===== config.mk =====
export PLATFORM = sky130hd
export DESIGN_NAME = dsm_cascade_top
export DESIGN_NICKNAME = d
export VERILOG_FILES = /design/src/rtl/dsm_pkg.sv /design/src/rtl/dsm_split_hold.sv /design/src/rtl/dsm_ef1_stage.sv /design/src/rtl/dsm_smash_core.sv /design/src/rtl/dsm_recombine.sv /design/src/rtl/dsm_cascade_top.sv
export SDC_FILE = /design/constraint.sdc
export NUM_CORES = 1
export LEC_CHECK = 0
export BUFFER_PORTS_ARGS = -buffer_cell sky130_fd_sc_hd__buf_2
export CORE_AREA = 10 10 155 114
export CTS_BUF_LIST = sky130_fd_sc_hd__clkbuf_2
export CTS_CLUSTER_DIAMETER = 60
export CTS_CLUSTER_SIZE = 28
export DETAILED_ROUTE_END_ITERATION = 7
export DIE_AREA = 0 0 165 124
export PLACE_DENSITY = 0.76
export SYNTH_ARGS = -nofsm -noshare
export SYNTH_HDL_FRONTEND = slang
export SYNTH_SLANG_ARGS = --single-unit

===== constraint.sdc =====
create_clock -name clk -period 6.5 [get_ports clk]
set_clock_uncertainty 0.05 [all_clocks]
set_input_delay 1.95 -clock clk [delete_from_list [all_inputs] [get_ports clk]]
set_output_delay 1.95 -clock clk [all_outputs]
set_load 0.05 [all_outputs]

===== src/rtl/dsm_pkg.sv =====
package dsm_pkg;
  localparam int DEF_IN_W  = 24;
  localparam int DEF_OUT_W = 4;
  localparam int DEF_CNT_W = 16;

  // Bounds of the shaped correction for the third-order cascade
  localparam int CORR_LO = -3;
  localparam int CORR_HI = 4;

  // Clip a signed level into the unsigned code range 0..maxv
  function automatic int clip_code(input int level, input int maxv);
    if (level < 0)    return 0;
    if (level > maxv) return maxv;
    return level;
  endfunction

  // True when the level lies outside 0..maxv
  function automatic logic is_clipped(input int level, input int maxv);
    return (level < 0) || (level > maxv);
  endfunction
endpackage


===== src/rtl/dsm_split_hold.sv =====
module dsm_split_hold #(
  parameter int IN_W  = 24,
  parameter int OUT_W = 4,
  localparam int FRAC_W = IN_W - OUT_W
) (
  input  logic              clk,
  input  logic              rst,
  input  logic              in_valid,
  input  logic [IN_W-1:0]   in_sample,
  output logic [OUT_W-1:0]  upper_o,
  output logic [FRAC_W-1:0] lower_o
);
  logic [IN_W-1:0] sample_q;
  logic [IN_W-1:0] offset_bin;

  always_ff @(posedge clk) begin
    if (rst)           sample_q <= '0;
    else if (in_valid) sample_q <= in_sample;
  end

  // Adding half scale to a two's-complement word flips its sign bit
  assign offset_bin = {~sample_q[IN_W-1], sample_q[IN_W-2:0]};
  assign upper_o    = offset_bin[IN_W-1:FRAC_W];
  assign lower_o    = offset_bin[FRAC_W-1:0];

  AST_HELD: assert property (@(posedge clk) disable iff (rst)
    !in_valid |=> $stable(sample_q));
endmodule


===== src/rtl/dsm_ef1_stage.sv =====
module dsm_ef1_stage #(
  parameter int FRAC_W = 20
) (
  input  logic              clk,
  input  logic              rst,
  input  logic [FRAC_W-1:0] resid_i,
  output logic              carry_o,
  output logic [FRAC_W-1:0] rem_now_o,
  output logic [FRAC_W-1:0] rem_prev_o
);
  logic [FRAC_W:0]   acc_sum;
  logic [FRAC_W-1:0] rem_q;

  assign acc_sum    = {1'b0, resid_i} + {1'b0, rem_q};
  assign carry_o    = acc_sum[FRAC_W];
  assign rem_now_o  = acc_sum[FRAC_W-1:0];
  assign rem_prev_o = rem_q;

  always_ff @(posedge clk) begin
    if (rst) rem_q <= '0;
    else     rem_q <= rem_now_o;
  end
endmodule


===== src/rtl/dsm_smash_core.sv =====
module dsm_smash_core #(
  parameter int FRAC_W = 20,
  parameter int OUT_W  = 4,
  localparam int ACC_W = FRAC_W + OUT_W,
  localparam int ERR_W = FRAC_W + 2
) (
  input  logic                    clk,
  input  logic                    rst,
  input  logic [FRAC_W-1:0]       lower_i,
  output logic signed [OUT_W:0]   corr_o,
  output logic                    ovf_o
);
  import dsm_pkg::*;

  logic signed [ERR_W-1:0] err_d1_q, err_d2_q, err_now;
  logic signed [ACC_W:0]   lvl_ext, d1_ext, d2_ext, acc_wide;
  logic signed [ACC_W-1:0] acc;
  logic signed [OUT_W-1:0] q1;
  logic                    q2;
  logic [FRAC_W-1:0]       rem_now, rem_prev;
  logic                    acc_ovf;
  logic                    ovf_q;

  // First loop: shaped lower field plus second-difference error feedback
  assign lvl_ext  = {{(ACC_W+1-FRAC_W){1'b0}}, lower_i};
  assign d1_ext   = {{(ACC_W+1-ERR_W){err_d1_q[ERR_W-1]}}, err_d1_q};
  assign d2_ext   = {{(ACC_W+1-ERR_W){err_d2_q[ERR_W-1]}}, err_d2_q};
  assign acc_wide = lvl_ext - (d1_ext <<< 1) + d2_ext;
  assign acc_ovf  = acc_wide[ACC_W] != acc_wide[ACC_W-1];
  assign acc      = acc_wide[ACC_W-1:0];

  // Coarse floor quantizer: integer steps above the fractional residue
  assign q1 = acc[ACC_W-1:FRAC_W];

  // Second stage requantizes the residue the first quantizer discarded
  dsm_ef1_stage #(.FRAC_W(FRAC_W)) u_stage2 (
    .clk        (clk),
    .rst        (rst),
    .resid_i    (acc[FRAC_W-1:0]),
    .carry_o    (q2),
    .rem_now_o  (rem_now),
    .rem_prev_o (rem_prev)
  );

  // Coupled loop error: first difference of the second stage's error
  assign err_now = $signed({2'b00, rem_prev}) - $signed({2'b00, rem_now});

  always_ff @(posedge clk) begin
    if (rst) begin
      err_d1_q <= '0;
      err_d2_q <= '0;
      ovf_q    <= 1'b0;
    end else begin
      err_d1_q <= err_now;
      err_d2_q <= err_d1_q;
      ovf_q    <= ovf_q | acc_ovf;
    end
  end

  assign corr_o = {q1[OUT_W-1], q1} + {{OUT_W{1'b0}}, q2};
  assign ovf_o  = ovf_q;

  AST_NO_OVERFLOW: assert property (@(posedge clk) disable iff (rst)
    !acc_ovf);
  AST_CORR_RANGE: assert property (@(posedge clk) disable iff (rst)
    (corr_o >= CORR_LO) && (corr_o <= CORR_HI));
  AST_FIRST_Q_RANGE: assert property (@(posedge clk) disable iff (rst)
    (q1 >= CORR_LO) && (q1 <= CORR_HI - 1));
endmodule


===== src/rtl/dsm_recombine.sv =====
module dsm_recombine #(
  parameter int OUT_W = 4,
  parameter int CNT_W = 16,
  localparam int CODE_MAX = (1 << OUT_W) - 1,
  localparam int CODE_MID = 1 << (OUT_W - 1)
) (
  input  logic                  clk,
  input  logic                  rst,
  input  logic [OUT_W-1:0]      upper_i,
  input  logic signed [OUT_W:0] corr_i,
  output logic [OUT_W-1:0]      code_o,
  output logic [CNT_W-1:0]      sat_cnt_o
);
  import dsm_pkg::*;

  logic signed [OUT_W+1:0] level;
  logic                    clip_ev;
  logic                    clip_hi;
  logic [OUT_W-1:0]        code_d;
  logic [OUT_W-1:0]        code_q;
  logic [CNT_W-1:0]        cnt_q;

  assign level   = $signed({2'b00, upper_i}) + $signed({corr_i[OUT_W], corr_i});
  assign clip_ev = is_clipped(int'(level), CODE_MAX);
  assign clip_hi = int'(level) > CODE_MAX;
  assign code_d  = OUT_W'(clip_code(int'(level), CODE_MAX));

  always_ff @(posedge clk) begin
    if (rst) begin
      code_q <= OUT_W'(CODE_MID);
      cnt_q  <= '0;
    end else begin
      code_q <= code_d;
      if (clip_ev && (cnt_q != '1)) cnt_q <= cnt_q + 1'b1;
    end
  end

  assign code_o    = code_q;
  assign sat_cnt_o = cnt_q;

  AST_RESET_MID: assert property (@(posedge clk)
    rst |=> (code_q == OUT_W'(CODE_MID)) && (cnt_q == '0));
  AST_CLIP_HI: assert property (@(posedge clk) disable iff (rst)
    clip_hi |=> (code_q == OUT_W'(CODE_MAX)));
  AST_CNT_STEP: assert property (@(posedge clk) disable iff (rst)
    (clip_ev && (cnt_q != '1)) |=> (cnt_q == $past(cnt_q) + 1'b1));
  AST_CNT_QUIET: assert property (@(posedge clk) disable iff (rst)
    !clip_ev |=> $stable(cnt_q));
endmodule


===== src/rtl/dsm_cascade_top.sv =====
module dsm_cascade_top #(
  parameter int IN_W  = dsm_pkg::DEF_IN_W,
  parameter int OUT_W = dsm_pkg::DEF_OUT_W,
  parameter int CNT_W = dsm_pkg::DEF_CNT_W,
  localparam int FRAC_W = IN_W - OUT_W
) (
  input  logic             clk,
  input  logic             rst,
  input  logic             in_valid,
  input  logic [IN_W-1:0]  in_sample,
  output logic [OUT_W-1:0] code_out,
  output logic [CNT_W-1:0] sat_count,
  output logic             ovf_sticky
);
  logic [OUT_W-1:0]      upper_w;
  logic [FRAC_W-1:0]     lower_w;
  logic signed [OUT_W:0] corr_w;

  dsm_split_hold #(.IN_W(IN_W), .OUT_W(OUT_W)) u_split (
    .clk       (clk),
    .rst       (rst),
    .in_valid  (in_valid),
    .in_sample (in_sample),
    .upper_o   (upper_w),
    .lower_o   (lower_w)
  );

  dsm_smash_core #(.FRAC_W(FRAC_W), .OUT_W(OUT_W)) u_core (
    .clk     (clk),
    .rst     (rst),
    .lower_i (lower_w),
    .corr_o  (corr_w),
    .ovf_o   (ovf_sticky)
  );

  dsm_recombine #(.OUT_W(OUT_W), .CNT_W(CNT_W)) u_join (
    .clk       (clk),
    .rst       (rst),
    .upper_i   (upper_w),
    .corr_i    (corr_w),
    .code_o    (code_out),
    .sat_cnt_o (sat_count)
  );
endmodule


# ---- Yosys cells after proc, flatten, opt, wreduce, memory -nomap -nowiden
# Index checks and enable logic that the tools add are counted.
dict set report totals {
  regBits 107
  inputBits 27
  out_inout_bits 21
  elab_cells 30
}
dict set report op_classes {
  n_addsub 7
  n_lt_le_gt_ge 2
  eq_ne 2
  n_mux 6
  bitwise 2
  reduce_logical 3
}
# cell count
set op_table {}
lappend op_table {{$add A23 B21 Y24} 1}
lappend op_table {{$sub A21 B22 Y23} 1}
lappend op_table {{$add A20 B20 Y21} 1}
lappend op_table {{$sub A20 B20 Y21} 1}
lappend op_table {{$add A16 B1 Y16 const B} 1}
lappend op_table {{$ne A16 B16 Y1 const B} 1}
lappend op_table {{$mux W4} 3}
lappend op_table {{$add A5 B5 Y6} 1}
lappend op_table {{$gt A6 B5 Y1 const B} 1}
lappend op_table {{$lt A6 B1 Y1 const B} 1}
lappend op_table {{$add A4 B2 Y5} 1}
lappend op_table {{$mux W1} 3}
lappend op_table {{$reduce_or A2 Y1} 1}
lappend op_table {{$logic_and A1 B1 Y1} 1}
lappend op_table {{$logic_or A1 B1 Y1} 1}
lappend op_table {{$ne A1 B1 Y1} 1}
lappend op_table {{$not A1 Y1} 1}
lappend op_table {{$or A1 B1 Y1} 1}

# ---- Longest topological paths before layout
dict set report logic_depth {
  ltp_word 10
  depth_mapped 32
  ltp_nobuf 30
}

# ---- By module
# A second synthesis with hierarchy kept.
dict set report unflattened {
  cells_unflattened 949
  hier_area_um2 8042.7
}
# mod instances cells_each area_per_inst_um2 seq_area_each_um2
set by_module_without_submodules {}
lappend by_module_without_submodules {dsm_smash_core 1 527 4220.3 840.8}
lappend by_module_without_submodules {dsm_ef1_stage 1 201 1674.1 400.4}
lappend by_module_without_submodules {dsm_recombine 1 120 1102.3 400.4}
lappend by_module_without_submodules {dsm_split_hold 1 101 1046.0 480.5}

# ---- Least setup slack after synthesis
# Ideal clock, no wire load.
dict set report synth_path {
  kind {register to register}
  start {register u_split.sample_q[2]}
  end {register u_join.cnt_q[9] (netlist: u_join.sat_cnt_o[9])}
  setup_time_ns 0.123
  arrival_time_ns 6.319
  t_required_ns 6.327
  setup_slack_ns 0.008
  path_stages_with_launch 33
  n_path_buf 2
  synth_period_minus_slack_ns 6.492
  path_cell_list {dfxtp_1 inv_1 fa_1 inv_1 ha_1 nor2b_1 o31ai_1 a211oi_1 o21ai_0 nand2b_1 a211oi_1 nor2_1 xor2_1 ha_1 a21o_1 a21o_1 a21o_1 a31oi_1 a31o_2 nand2b_1 a21oi_1 fa_1 fa_1 nor2b_1 o21ai_1 nand2b_1 buf_1 or4_1 a21boi_1 a211o_1 buf_6 nor4_1 mux2_1}
}
dict set report synth_between {
  elab_chain_cells 8
  word_cells_on_any_way 9
  cone_classes {5 x add/sub; 2 x order compare; 2 x reduce/logical}
}
# element line
set synth_rtl {}
lappend synth_rtl {{start: declaration} dsm_split_hold.sv:13} ;# logic [IN_W-1:0] sample_q;
lappend synth_rtl {{start signal: assignment} dsm_split_hold.sv:18} ;# else if (in_valid) sample_q <= in_sample;
lappend synth_rtl {{$sub A21 B22 Y23 (*)} dsm_smash_core.sv:28} ;# assign acc_wide = lvl_ext - (d1_ext <<< 1) + d2_ext;
lappend synth_rtl {{$add A23 B21 Y24 (*)} dsm_smash_core.sv:28}
lappend synth_rtl {{$add A20 B20 Y21} dsm_ef1_stage.sv:14} ;# assign acc_sum = {1'b0, resid_i} + {1'b0, rem_q};
lappend synth_rtl {{$add A4 B2 Y5 (*)} dsm_smash_core.sv:60} ;# assign corr_o = {q1[OUT_W-1], q1} + {{OUT_W{1'b0}}, q2};
lappend synth_rtl {{$add A5 B5 Y6 (*)} dsm_recombine.sv:23} ;# assign level = $signed({2'b00, upper_i}) + $signed({corr_i[OUT_W], corr_i});
lappend synth_rtl {{$lt A6 B1 Y1 / $gt A6 B5 Y1 (equally long branches)} dsm_pkg.sv:19} ;# return (level < 0) || (level > maxv);
lappend synth_rtl {{$logic_or A1 B1 Y1 (*)} dsm_pkg.sv:19}
lappend synth_rtl {{$logic_and A1 B1 Y1 (*)} dsm_recombine.sv:34} ;# if (clip_ev && (cnt_q != '1)) cnt_q <= cnt_q + 1'b1;
lappend synth_rtl {{end signal: assignment} dsm_recombine.sv:34}
lappend synth_rtl {{end: declaration} dsm_recombine.sv:21} ;# logic [CNT_W-1:0] cnt_q;
# Mark *: on every way between the ends. The rest lies on a longest branch, timed or not.
# A chain may end at the register's enable or synchronous reset.

# ---- Worst setup path after layout
dict set report layout_path {
  start {register u_core.err_d2_q[2]}
  end {register u_join.cnt_q[9] (netlist: u_join.sat_cnt_o[9])}
}
dict set report layout_between {
  elab_chain_cells 7
  word_cells_on_any_way 8
  cone_classes {4 x add/sub; 2 x order compare; 2 x reduce/logical}
}
# element line
set layout_rtl {}
lappend layout_rtl {{start: declaration} dsm_smash_core.sv:15} ;# logic signed [ERR_W-1:0] err_d1_q, err_d2_q, err_now;
lappend layout_rtl {{start signal: assignment} dsm_smash_core.sv:55} ;# err_d2_q <= err_d1_q;
lappend layout_rtl {{$add A23 B21 Y24 (*)} dsm_smash_core.sv:28}
lappend layout_rtl {{$add A20 B20 Y21} dsm_ef1_stage.sv:14}
lappend layout_rtl {{$add A4 B2 Y5 (*)} dsm_smash_core.sv:60}
lappend layout_rtl {{$add A5 B5 Y6 (*)} dsm_recombine.sv:23}
lappend layout_rtl {{$lt A6 B1 Y1 / $gt A6 B5 Y1 (equally long branches)} dsm_pkg.sv:19}
lappend layout_rtl {{$logic_or A1 B1 Y1 (*)} dsm_pkg.sv:19}
lappend layout_rtl {{$logic_and A1 B1 Y1 (*)} dsm_recombine.sv:34}
# Marked as above.

==> results.sh <==
export IMPL_yosysTopAreaCell="dfxtp_1"
export IMPL_cp_end_kind="register"
export IMPL_setup_ws_ns=0.1131
export IMPL_antenna_found_initial=1
export IMPL_fmaxAchievable_ghz=0.1566
export IMPL_tightestPinTransition_ns=0.7415
export IMPL_synth_yosys_seq_area_share_pct=29.59
export IMPL_hold_path_class="register to register"
export IMPL_place_congestion=0.8611
export IMPL_slew_headroom_pct=50.57
export IMPL_cts_tree="yes"
export IMPL_synth_warnings=0
export IMPL_crit_fanout=5
export IMPL_synth_top_area_share_pct=29.59
export IMPL_hold_viol=0
export IMPL_htreeDepth=3
export IMPL_fp_dieW_um=165
export IMPL_mostFrequentLayoutCells="dfxtp_1, inv_1, nor2_1"
export IMPL_area_growth_synth_to_final_pct=16.23
export IMPL_grt_pass1_vias=5243
export IMPL_hpwl_um=11940
export IMPL_die_height_um=124
export IMPL_clkSinkCount=106
export IMPL_drv_cap=0
export IMPL_vias=5953
export IMPL_routedWlPerCell_um=14.78
export IMPL_period_needed_ns=6.387
export IMPL_routed_wl_um=16340
export IMPL_cts_hold_buf=0
export IMPL_clkTransAtPathRegs_ns=0.30
export IMPL_status="completed"
export IMPL_start_util_pct=49.33
export IMPL_rsz0062_at_grt="true"
export IMPL_nNetsFinal=1025
export IMPL_crit_path_top_delay_cell="fa_1"
export IMPL_routed_via_density=5.387
export IMPL_grt_max_degree=73
export IMPL_io_buffers=46
export IMPL_cpMostUsedCell="a21o_1"
export IMPL_cts_buffers=9
export IMPL_final_common_cell="dfxtp_1"
export IMPL_synth_edf_count=0
export IMPL_setup_viol=0
export IMPL_drtIter0Drc=329
export IMPL_drc=0
export IMPL_arrival_ns=6.90
export IMPL_grt_pass1_wl_um=25520
export IMPL_finalMaxSlewViolations=0
export IMPL_synth_ff_type="dfxtp_1"
export IMPL_synthesis_area_mm2=0.007171
export IMPL_synth_nets=956
export IMPL_setup_tns_ns=0
export IMPL_post_dp_cell_area_mm2=0.007759
export IMPL_syn_area_per_cell_um2=8.577
export IMPL_finalInstanceArea_mm2=0.008334
export IMPL_drtAntennaViolNets=0
export IMPL_track_usage_pct=15.14
export IMPL_required_ns=7.01
export IMPL_synth_area_leaders="dfxtp_1, ha_1, fa_1"
export IMPL_clk_latency_ns=0.61
export IMPL_drive_gt1_share_pct=18.92
export IMPL_overflow=0
export IMPL_core_mm2=0.01454
export IMPL_timing_worst_setup_path_type="register to register"
export IMPL_cts_buffer_depth=2
export IMPL_cts_root_buffer="clkbuf_2"
export IMPL_startpoint_type="register"
export IMPL_rows=37
export IMPL_ios=48
export IMPL_dieArea_mm2=0.02046
export IMPL_synth_cell_types=67
export IMPL_period_share_pct=98.26
export IMPL_max_stage_delay_ns=0.55
export IMPL_synth_async_sr_flop_share_pct=0
export IMPL_dp_slack_ns=-0.09930
export IMPL_drtPass1Iterations=5
export IMPL_synthCells=836
export IMPL_ys_ff_latch=106
-- cell type report --
cell class              instances  area, µm²
fillers                      1286       6202
multi-input cells             608       4908
flip-flops and latches        106       2132
repair buffers                 80      555.5
inverters                     100      375.4
well taps                     195      244.0
clock inverters                 6      71.32
clock buffers                   9      45.04
diodes                          1      2.502
-- state kept, by name, summed over array words and instances, names as in the netlist --
signal,flops
u_split.sample_q,24
u_core.u_stage2.rem_prev_o,20
u_core.err_d1_q,21
u_join.sat_cnt_o,16
u_join.code_o,4
u_core.err_d2_q,21
-- cell families after synthesis --
| family | share of synthesized area [%] |
|---|---|
| flops | 29.59 |
| compound gates | 16.38 |
| other cells | 0.05230 |
| xor+xnor | 6.107 |
| buf+inv | 6.561 |
| fa+ha+maj | 18.64 |
| simple gates | 18.23 |
| mux | 4.432 |
-- path summary, 6_finish.rpt --
kind	slack [ns]	start	cells past startpoint	to
setup / recovery	0.11	u_core.err_d2_q[2]	32	u_join.sat_cnt_o[9]
setup reg to reg	0.11	u_core.err_d2_q[2]	32	u_join.sat_cnt_o[9]
hold reg to reg	0.44	u_core.err_d1_q[20]	2	u_core.err_d2_q[20]
hold / removal	0.44	u_core.err_d1_q[20]	2	u_core.err_d2_q[20]
-- synth_stat cells (all sizes together), types with 10 or more instances --
master and n:
nand2b 16, ha 70, nand3 12, nand2 33
o31ai 12, nor2 94, a21oi 55, o21a 11
fa 23, clkbuf 13, nor3 10, a21o 20
inv 100, nor2b 38, xor2 24, xnor2 26
o21ai 30, mux2i 25, dfxtp 106
-- per-stage QoR --
step	hold WS, ns	utilization, %	cells
after global placement	0.3972	53.37	1078
after CTS	0.4378	54.28	1093
after detailed placement	0.4125	53.37	1078
after global routing	0.4297	57.33	1105
final	0.4392	57.33	1105
after floorplan	0.3697	-	836
-- worst max-delay path: cells and delay by family (launching register included) --
kind / cells / cell delay (ns)
buf+inv: 5 / 0.49
flops: 1 / 0.38
simple gates: 6 / 0.80
mux: 1 / 0.30
compound gates: 14 / 2.59
xor+xnor: 1 / 0.17
fa+ha+maj: 5 / 1.54
-- per-layer routing --
layer,track usage [%],up-vias,wire (µm)
li1,-,2992,-
met1,23.59,2789,8611
met2,20.32,160,6470
met3,2.934,12,1073
met4,4.084,0,182
met5,0,-,0
-- repair_timing --
action	4_1_cts	5_1_grt
gates cloned	0	2
gates resized for setup	6	76
pin swaps	1	27
endpoints found under the setup margin	15	20
buffers inserted	0	10
Power is not shown: default switching activity piles up to over one toggle a cycle in this logic, so the estimate is an artifact.
